$ cat config.mk
export PLATFORM = sky130hd
export DESIGN_NAME = bru_unit
export DESIGN_NICKNAME = d
export VERILOG_FILES = /design/src/rtl/bru_pkg.sv /design/src/rtl/bru_decode.sv /design/src/rtl/bru_cond_eval.sv /design/src/rtl/bru_target.sv /design/src/rtl/bru_unit.sv
export SDC_FILE = /design/constraint.sdc
export NUM_CORES = 1
export LEC_CHECK = 0
export CORE_MARGIN = 2
export CORE_UTILIZATION = 44
export CTS_CLUSTER_SIZE = 16
export DETAILED_ROUTE_END_ITERATION = 6
export GPL_ROUTABILITY_DRIVEN = 0
export PLACE_DENSITY = 0.89
export RECOVER_POWER = 50
export SLEW_MARGIN = 20
export SYNTH_ARGS = -nofsm -noshare
export SYNTH_HDL_FRONTEND = slang
export SYNTH_SLANG_ARGS = --single-unit
$ cat constraint.sdc
create_clock -name clk -period 0.9 [get_ports clk]
set_input_delay 0.27 -clock clk [delete_from_list [all_inputs] [get_ports clk]]
set_output_delay 0.27 -clock clk [all_outputs]
set_load 0.005 [all_outputs]
$ cat src/rtl/bru_pkg.sv
package bru_pkg;

    localparam logic [5:0] OP_BR   = 6'h30;
    localparam logic [5:0] OP_BSR  = 6'h34;
    localparam logic [5:0] OP_JUMP = 6'h1A;
    localparam logic [5:0] OP_CMOV = 6'h11;
    localparam logic [2:0] BCOND_HI = 3'b111;
    localparam logic [4:0] ZERO_REG = 5'd31;

    typedef enum logic [3:0] {
        CND_EQ, CND_NE, CND_LT, CND_GE, CND_LE, CND_GT,
        CND_LBC, CND_LBS, CND_ALWAYS
    } cond_e;

    typedef enum logic [2:0] {
        CLS_NONE, CLS_BCOND, CLS_BLINK, CLS_JUMP, CLS_CMOV
    } class_e;

    typedef struct packed {
        class_e     cls;
        cond_e      cnd;
        logic [4:0] dst;
    } dec_t;

    typedef enum logic [1:0] {
        ST_IDLE, ST_REDIRECT, ST_FALLTHRU
    } state_e;

endpackage

$ cat src/rtl/bru_decode.sv
module bru_decode
    import bru_pkg::*;
(
    input  logic [31:0] instr,
    output dec_t        dec,
    output logic        lit_sel
);
    logic [5:0] opcode;
    logic [6:0] func;

    assign opcode  = instr[31:26];
    assign func    = instr[11:5];
    assign lit_sel = instr[12];

    always_comb begin
        dec = '{cls: CLS_NONE, cnd: CND_ALWAYS, dst: ZERO_REG};
        if (opcode == OP_BR || opcode == OP_BSR) begin
            dec = '{cls: CLS_BLINK, cnd: CND_ALWAYS, dst: instr[25:21]};
        end else if (opcode == OP_JUMP) begin
            dec = '{cls: CLS_JUMP, cnd: CND_ALWAYS, dst: instr[25:21]};
        end else if (opcode[5:3] == BCOND_HI) begin
            dec.cls = CLS_BCOND;
            unique case (opcode[2:0])
                3'd0: dec.cnd = CND_LBC;
                3'd1: dec.cnd = CND_EQ;
                3'd2: dec.cnd = CND_LT;
                3'd3: dec.cnd = CND_LE;
                3'd4: dec.cnd = CND_LBS;
                3'd5: dec.cnd = CND_NE;
                3'd6: dec.cnd = CND_GE;
                default: dec.cnd = CND_GT;
            endcase
        end else if (opcode == OP_CMOV) begin
            dec.dst = instr[4:0];
            dec.cls = CLS_CMOV;
            unique case (func)
                7'h24: dec.cnd = CND_EQ;
                7'h26: dec.cnd = CND_NE;
                7'h44: dec.cnd = CND_LT;
                7'h46: dec.cnd = CND_GE;
                7'h64: dec.cnd = CND_LE;
                7'h66: dec.cnd = CND_GT;
                7'h14: dec.cnd = CND_LBS;
                7'h16: dec.cnd = CND_LBC;
                default: begin
                    dec.cls = CLS_NONE;
                    dec.dst = ZERO_REG;
                end
            endcase
        end
    end
endmodule

$ cat src/rtl/bru_cond_eval.sv
module bru_cond_eval
    import bru_pkg::*;
#(
    parameter int XLEN = 64
) (
    input  cond_e            cnd,
    input  logic [XLEN-1:0]  val,
    output logic             hold
);
    logic is_zero;
    logic is_neg;
    logic low_bit;

    assign is_zero = (val == '0);
    assign is_neg  = val[XLEN-1];
    assign low_bit = val[0];

    always_comb begin
        unique case (cnd)
            CND_EQ:  hold = is_zero;
            CND_NE:  hold = !is_zero;
            CND_LT:  hold = is_neg;
            CND_GE:  hold = !is_neg;
            CND_LE:  hold = is_neg || is_zero;
            CND_GT:  hold = !is_neg && !is_zero;
            CND_LBC: hold = !low_bit;
            CND_LBS: hold = low_bit;
            default: hold = 1'b1;
        endcase
    end
endmodule

$ cat src/rtl/bru_target.sv
module bru_target #(
    parameter int XLEN     = 64,
    parameter int DISP_W   = 21,
    parameter int INSN_BYTES = 4
) (
    input  logic [XLEN-1:0] pc,
    input  logic [31:0]     instr,
    input  logic [XLEN-1:0] rb_val,
    input  logic            is_jump,
    output logic [XLEN-1:0] seq_pc,
    output logic [XLEN-1:0] tgt_pc
);
    localparam int EXT_W = XLEN - DISP_W - 2;

    logic [XLEN-1:0] disp_bytes;

    assign seq_pc     = pc + XLEN'(INSN_BYTES);
    assign disp_bytes = {{EXT_W{instr[DISP_W-1]}}, instr[DISP_W-1:0], 2'b00};
    assign tgt_pc     = is_jump ? {rb_val[XLEN-1:2], 2'b00} : seq_pc + disp_bytes;
endmodule

$ cat src/rtl/bru_unit.sv
module bru_unit
    import bru_pkg::*;
#(
    parameter int XLEN = 64
) (
    input  logic            clk,
    input  logic            rst_n,
    input  logic            issue_valid,
    input  logic [31:0]     instr,
    input  logic [XLEN-1:0] pc,
    input  logic [XLEN-1:0] ra_val,
    input  logic [XLEN-1:0] rb_val,
    output logic            redirect,
    output logic [XLEN-1:0] next_pc,
    output logic            wr_en,
    output logic [4:0]      wr_addr,
    output logic [XLEN-1:0] wr_data
);
    localparam int LIT_W = 8;

    dec_t            dec;
    logic            lit_sel;
    logic            cond_hold;
    logic [XLEN-1:0] seq_pc;
    logic [XLEN-1:0] tgt_pc;
    logic [XLEN-1:0] opnd_b;
    logic            is_xfer;
    logic            is_link;
    logic            take;
    logic            move;
    logic            wr_nxt;
    state_e          state_q;
    state_e          state_d;

    bru_decode u_decode (
        .instr   (instr),
        .dec     (dec),
        .lit_sel (lit_sel)
    );

    bru_cond_eval #(.XLEN(XLEN)) u_cond (
        .cnd  (dec.cnd),
        .val  (ra_val),
        .hold (cond_hold)
    );

    bru_target #(.XLEN(XLEN)) u_target (
        .pc      (pc),
        .instr   (instr),
        .rb_val  (rb_val),
        .is_jump (dec.cls == CLS_JUMP),
        .seq_pc  (seq_pc),
        .tgt_pc  (tgt_pc)
    );

    assign is_link = (dec.cls == CLS_BLINK) || (dec.cls == CLS_JUMP);
    assign is_xfer = is_link || (dec.cls == CLS_BCOND);
    assign take    = issue_valid && is_xfer && cond_hold;
    assign move    = issue_valid && (dec.cls == CLS_CMOV) && cond_hold;
    assign opnd_b  = lit_sel ? {{(XLEN-LIT_W){1'b0}}, instr[20:13]} : rb_val;
    assign wr_nxt  = (move || (issue_valid && is_link)) && (dec.dst != ZERO_REG);

    always_comb begin
        unique case (1'b1)
            !issue_valid: state_d = ST_IDLE;
            take:         state_d = ST_REDIRECT;
            default:      state_d = ST_FALLTHRU;
        endcase
    end

    always_ff @(posedge clk or negedge rst_n) begin
        if (!rst_n) state_q <= ST_IDLE;
        else        state_q <= state_d;
    end

    always_ff @(posedge clk or negedge rst_n) begin
        if (!rst_n) begin
            next_pc <= '0;
            wr_en   <= 1'b0;
            wr_addr <= ZERO_REG;
            wr_data <= '0;
        end else begin
            wr_en <= wr_nxt;
            if (issue_valid) begin
                next_pc <= take ? tgt_pc : seq_pc;
                wr_addr <= dec.dst;
                wr_data <= move ? opnd_b : seq_pc;
            end
        end
    end

    assign redirect = (state_q == ST_REDIRECT);

    assert_idle_quiet_R10: assert property (@(posedge clk) disable iff (!rst_n)
        !issue_valid |=> (!redirect && !wr_en));

    assert_jump_aligned_R6: assert property (@(posedge clk) disable iff (!rst_n)
        (issue_valid && instr[31:26] == OP_JUMP) |=> (redirect && next_pc[1:0] == 2'b00));

    assert_cmov_sequential_R7: assert property (@(posedge clk) disable iff (!rst_n)
        (issue_valid && instr[31:26] == OP_CMOV) |=>
            (!redirect && next_pc == $past(pc) + XLEN'(4)));

    assert_zero_reg_dropped_R9: assert property (@(posedge clk) disable iff (!rst_n)
        wr_en |-> (wr_addr != ZERO_REG));

    assert_link_value_R5: assert property (@(posedge clk) disable iff (!rst_n)
        (issue_valid && (instr[31:26] == OP_BR || instr[31:26] == OP_BSR)
            && instr[25:21] != ZERO_REG) |=>
            (redirect && wr_en && wr_data == $past(pc) + XLEN'(4)));
endmodule

==> results of run 1 <==
routing by layer:
| metal | GRT overflow | track usage [%] |
|---|---|---|
| met1 | 1 | 72.9 |
| met2 | 1 | 88.6 |
| met3 | 0 | 57.4 |
| met4 | 4 | 67.9 |
| met5 | 0 | 11.1 |
synthesized netlist by cell type, types with 21 or more instances:
cell,instances
nor2_1,86
and3_1,37
a21o_1,36
nand2_1,115
ha_1,77
a21oi_1,96
xnor2_1,75
clkbuf_1,50
inv_1,91
nand4_1,38
xor2_1,44
nor4_1,21
a221o_1,33
dfrtp_1,131
o21ai_0,127
a22oi_1,60
nand3_1,59
timing repair:
action / 4_1_cts
buffers inserted: 117
setup endpoints to repair: 271
hold buffers: 1
pin swaps: 213
resized for setup: 587
gates cloned: 14
hold endpoints to repair: 128
per-stage QoR:
stage               util [%]  setup slack (ns)
detailed placement      75.8             -3.87
floorplan                  -             -2.72
CTS                     89.8             -2.72
global placement        75.8             -3.54
cell families after synthesis:
| group | count (synthesis) |
|---|---|
| muxes | 11 |
| buffers and inverters | 166 |
| AOI/OAI and AO/OA | 479 |
| and+or+nand+nor | 437 |
| DFF | 136 |
| xor gates and xnor gates | 119 |
| adders and majority gates | 78 |
==> impl_metrics.csv, run 1 <==
group,metric,value,unit
logic_synthesis,synth-xor-area-share,8.93,%
logic_synthesis,synthAdderAreaFrac,8.43,%
logic_synthesis,synth_seq_cells,136,
floorplanning,die_width,167,um
global_routing,grt_pass1_vias,22600,
global_routing,grt_overflow_total,6,
placement,hpwl,44500,um
floorplanning,std_cell_rows,59,
floorplanning,start_util,44.8,%
logic_synthesis,ys_seq_area_share,29.2,%
logic_synthesis,synth_compound_area_share,27.8,%
clocking,cts_num_sinks,136,
global_routing,grt_pass1_wl,149000,um
logic_synthesis,yosys.area_share.simple,18.9,%
logic_synthesis,synth.area.mux_share,0.943,%
floorplanning,ioPinCount,362,
clocking,cts-buffers-inserted,17,
logic_synthesis,synth.area.top_cells,"dfrtp_1, ha_1, xnor2_1",
status,status,"aborted with a tool error",
global_routing,grt_max_degree,63,
logic_synthesis,syn_nets,1731,
clocking,clockRootBuffer,"clkbuf_16",
logic_synthesis,synth-edff-count,0,
logic_synthesis,synth_top_family_by_area,"compound AO/OA/AOI/OAI gates",
logic_synthesis,synth_top_area_share,28.1,%
logic_synthesis,avgSynthCellArea,8.18,um^2
status,error,"[ERROR GRT-0116] Global routing finished with congestion. Check the congestion regions in the DRC Viewer.",
placement,dp_cells,2519,
logic_synthesis,yosys.area.top_type,"dfrtp_1",
logic_synthesis,ys_warn_count,0,
logic_synthesis,synth.distinct_cells,76,
placement,port_buffers,361,
placement,place_area,0.0198,mm^2
status,haltStage,"5_1_grt",
clocking,ctsHtreeMaxLevel,4,
logic_synthesis,synthCells,1426,
global_routing,grtUsageTotal,71.6,%
logic_synthesis,async_reset_ff_share,100,%
clocking,cts_buffer_depth,2,
logic_synthesis,ys.flop_type,"dfrtp_1",
logic_synthesis,synth_area,0.0117,mm^2
floorplanning,fp.dieH,167,um
==> inputs of run 2 (changes only) <==
- CORE_UTILIZATION: 44 -> 30
- CTS_CLUSTER_SIZE: 16 -> unset
- PLACE_DENSITY: 0.89 -> unset
- PLACE_DENSITY_LB_ADDON: unset -> 0.15
- clock period: 0.9 -> 1.2 ns (I/O delays scaled with it)
==> run 2 against run 1 <==
  * The flow now finishes, with violations (setup timing)
  * Synthesized area stayed put
  * Synthesized cell count unchanged
==> impl_metrics.csv, run 2 <==
group,metric,value,unit
clocking,cts_tree,"done",
timing,finalHoldViolCount,0,
logic_synthesis,synth_seq_cells,136,
cells_and_area,fillers,3063,
logic_synthesis,synth_area,0.0117,mm^2
logic_synthesis,yosys.cell_count.top_type,"dfrtp_1",
worst_setup_path,arrival,4.08,ns
power_and_ir_drop,pwr-share-clk,25.8,%
global_routing,grt_pass1_vias,16100,
power_and_ir_drop,switching_share,35.1,%
timing,final.setup.tns,-279.76,ns
logic_synthesis,synth.distinct_cells,76,
worst_setup_path,start_kind,"input port",
hold_path,hold_path_class,"in2reg",
status,status,"finished with violations",
routing,drc,0,
logic_synthesis,synth-xor-area-share,8.93,%
routing,vias,15900,
timing,fin_ws,-2.55,ns
logic_synthesis,synth_top_area_share,28.1,%
worst_setup_path,reg2reg_depth,3,
logic_synthesis,synthCells,1426,
status,violations,"setup timing",
logic_synthesis,synthAdderAreaFrac,8.43,%
worst_setup_path,cp-end-kind,"register",
floorplanning,dieArea,0.0405,mm^2
timing,fin_crit_sh,313,%
logic_synthesis,synth-edff-count,0,
floorplanning,ioPinCount,362,
floorplanning,fp.dieH,201,um
worst_setup_path,crit_end,"next_pc[62]$_DFFE_PN0P_",
timing,worstMarginPinSlew,0.806,ns
worst_setup_path,critical_path_required,1.53,ns
worst_setup_path,startpoint,"pc[14]",
timing,fmax,0.266,GHz
floorplanning,die_width,201,um
routing,routedWlPerCell,21.8,um
worst_setup_path,reg2reg_to,"next_pc[63]$_DFFE_PN0P_",
power_and_ir_drop,p_per_area,833,mW/mm^2
global_routing,grt_max_degree,70,
logic_synthesis,async_reset_ff_share,100,%
floorplanning,core,0.0386,mm^2
power_and_ir_drop,leakage,11.1,nW
clocking,ctsHtreeMaxLevel,4,
routing,drt_iter0_drc,1139,
power_and_ir_drop,max-vdd-ir-drop,0.935,mV
placement,place_area,0.0200,mm^2
timing,fin_crit,3.75,ns
power_and_ir_drop,p_int,13.5,mW
global_routing,grtUsageTotal,29.4,%
timing,slew_headroom,46.2,%
timing,clock_skew,0,ns
logic_synthesis,avgSynthCellArea,8.18,um^2
cells_and_area,finalInstanceArea,0.0250,mm^2
floorplanning,start_util,30.3,%
global_routing,antenna_found_initial,4,
worst_setup_path,path_class,"in2reg",
routing,via_per_inst,5.43,
worst_setup_path,cp_max_fo,5,
cells_and_area,drive_gt1_share,49.6,%
power_and_ir_drop,power,20.9,mW
timing,slew_violations,0,
clocking,clock_latency,0.45,ns
worst_setup_path,timing.rr.start,"next_pc[63]$_DFFE_PN0P_",
routing,antenna_left,0,
cells_and_area,fin_nets,2694,
logic_synthesis,ys.flop_type,"dfrtp_1",
cells_and_area,area_growth,115,%
logic_synthesis,synth_top_family_by_area,"compound AO/OA/AOI/OAI gates",
cells_and_area,top_regs,"next_pc (64), wr_data (64), wr_addr (5)",
logic_synthesis,ys_seq_area_share,29.2,%
power_and_ir_drop,switchingPower,7.32,mW
cells_and_area,multi_input_area,0.0109,mm^2
clocking,clockRootBuffer,"clkbuf_16",
timing,rsz0062_at_grt,"yes",
routing,firstDrtPassIters,5,
logic_synthesis,ys_warn_count,0,
logic_synthesis,synth.area.mux_share,0.943,%
clocking,cts-buffers-inserted,17,
logic_synthesis,synth.area.top_cells,"dfrtp_1, ha_1, xnor2_1",
timing,fin_hold_ws,0.283,ns
clocking,clk_pin_slew,0.07,ns
logic_synthesis,synth_compound_area_share,27.8,%
worst_setup_path,r2r_slack,0.11,ns
routing,drt_wl_total,63900,um
cells_and_area,layout_common_cells,"buf_4, clkdlybuf4s50_1, dfrtp_1, inv_1",
cells_and_area,layout_commonest_cell,"buf_4",
logic_synthesis,ys_top_cells_by_count,"dfrtp_1, o21ai_0, nand2_1, a21oi_1, inv_1",
timing,setup_violations,294,
global_routing,grt_overflow_total,0,
clocking,cts_num_sinks,136,
floorplanning,std_cell_rows,72,
logic_synthesis,syn_nets,1731,
global_routing,grt_pass1_wl,92900,um
power_and_ir_drop,seq_power_share,26.0,%
placement,port_buffers,361,
placement,hpwl,43500,um
power_and_ir_drop,p_comb_share,48.3,%
clocking,cts_buffer_depth,2,
job,drv_cap,0,
logic_synthesis,yosys.area_share.simple,18.9,%
cells_and_area,seq_area,0.00341,mm^2
logic_synthesis,yosys.area.top_type,"dfrtp_1",
[run 2: metrics by stage]
| stage | setup WS [ns] | instances | utilization, % |
|---|---|---|---|
| 6_report | -2.55 | 2924 | 65.0 |
| 5_1_grt | -2.62 | 2924 | 65.0 |
| 4_1_cts | -2.41 | 2856 | 61.4 |
| 3_5_place_dp | -3.51 | 2710 | 52.0 |
| 3_3_place_gp | -3.48 | 2710 | 52.0 |
| 2_1_floorplan | -2.51 | 1426 | - |
[run 2: layout make-up]
| class | instances | share of cell area (%) |
|---|---|---|
| antenna | 4 | 0.0400 |
| clock buffer | 19 | 1.81 |
| clock inverter | 13 | 0.470 |
| inverter | 93 | 1.42 |
| multi-input combinational | 1125 | 43.3 |
| sequential | 136 | 13.6 |
| tap | 518 | 2.59 |
| timing repair buffer | 1016 | 36.7 |
[run 2: worst min-delay path by stage]
| stage | to | depth (start not counted) | from |
|---|---|---|---|
| global placement | wr_data[24]$_DFFE_PN0P_ | 1 | rst_n |
| finish | wr_addr[2]$_DFFE_PN1P_ | 3 | issue_valid |
| global route | wr_addr[2]$_DFFE_PN1P_ | 3 | issue_valid |
| CTS | wr_addr[2]$_DFFE_PN1P_ | 3 | issue_valid |
| detailed placement | wr_data[25]$_DFFE_PN0P_ | 1 | rst_n |
| floorplan | next_pc[0]$_DFFE_PN0P_ | 0 | rst_n |
[run 2: power groups by stage]
stage / registers, mW / logic [mW] / clock network, mW
finish: 5.42 / 10.1 / 5.38
global route: 5.47 / 10.6 / 5.63
CTS: 5.41 / 9.07 / 5.44
detailed placement: 5.48 / 7.74 / 0
global placement: 5.48 / 7.69 / 0
floorplan: 5.47 / 3.23 / 0
[run 2: worst max-delay path: stages]
cell and delay [ns]:
buf_8 0.08, and4_4 0.23, nand4_1 0.10, buf_6 0.16
nor3_4 0.25, buf_6 0.15, nand2b_4 0.10, nor2_2 0.14
xor2_1 0.09, ha_1 0.38, and2_4 0.19, nand3_2 0.11
or3_1 0.35, o21ai_2 0.07, or2_4 0.16, a21oi_4 0.08
o311ai_4 0.40, a21oi_4 0.14, and4_1 0.19, or3_1 0.36
[run 2: per-layer routing]
metal / vias to the layer above / global-route usage, % / routed length, um / part of all wire (%)
met1: 7874 / 37.7 / 26800 / 42
met3: 143 / 4.63 / 3770 / 5.9
li1: 7227 / - / - / -
met4: 0 / 11.0 / 2430 / 3.8
met2: 624 / 49.9 / 30900 / 48
met5: - / 0 / 0 / 0
[run 2: logic make-up (layout without fill, tap and decap cells)]
kind of cell,after synthesis,after routing
simple gates,437,438
buf+inv,166,1141
flops,136,136
other cells,0,4
xor+xnor,119,119
fa+ha+maj,78,78
mux,11,11
compound gates,479,479
[run 2: repair_timing]
action / 4_1_cts / 5_1_grt
hold buffers: 1 / 0
endpoints found under the setup margin: 271 / 271
hold endpoints to repair: 15 / 0
setup buffers: 107 / 67
pin swaps: 239 / 161
gates resized for setup: 606 / 198
cloned: 9 / 2
Power figures use the tool's default switching activity.
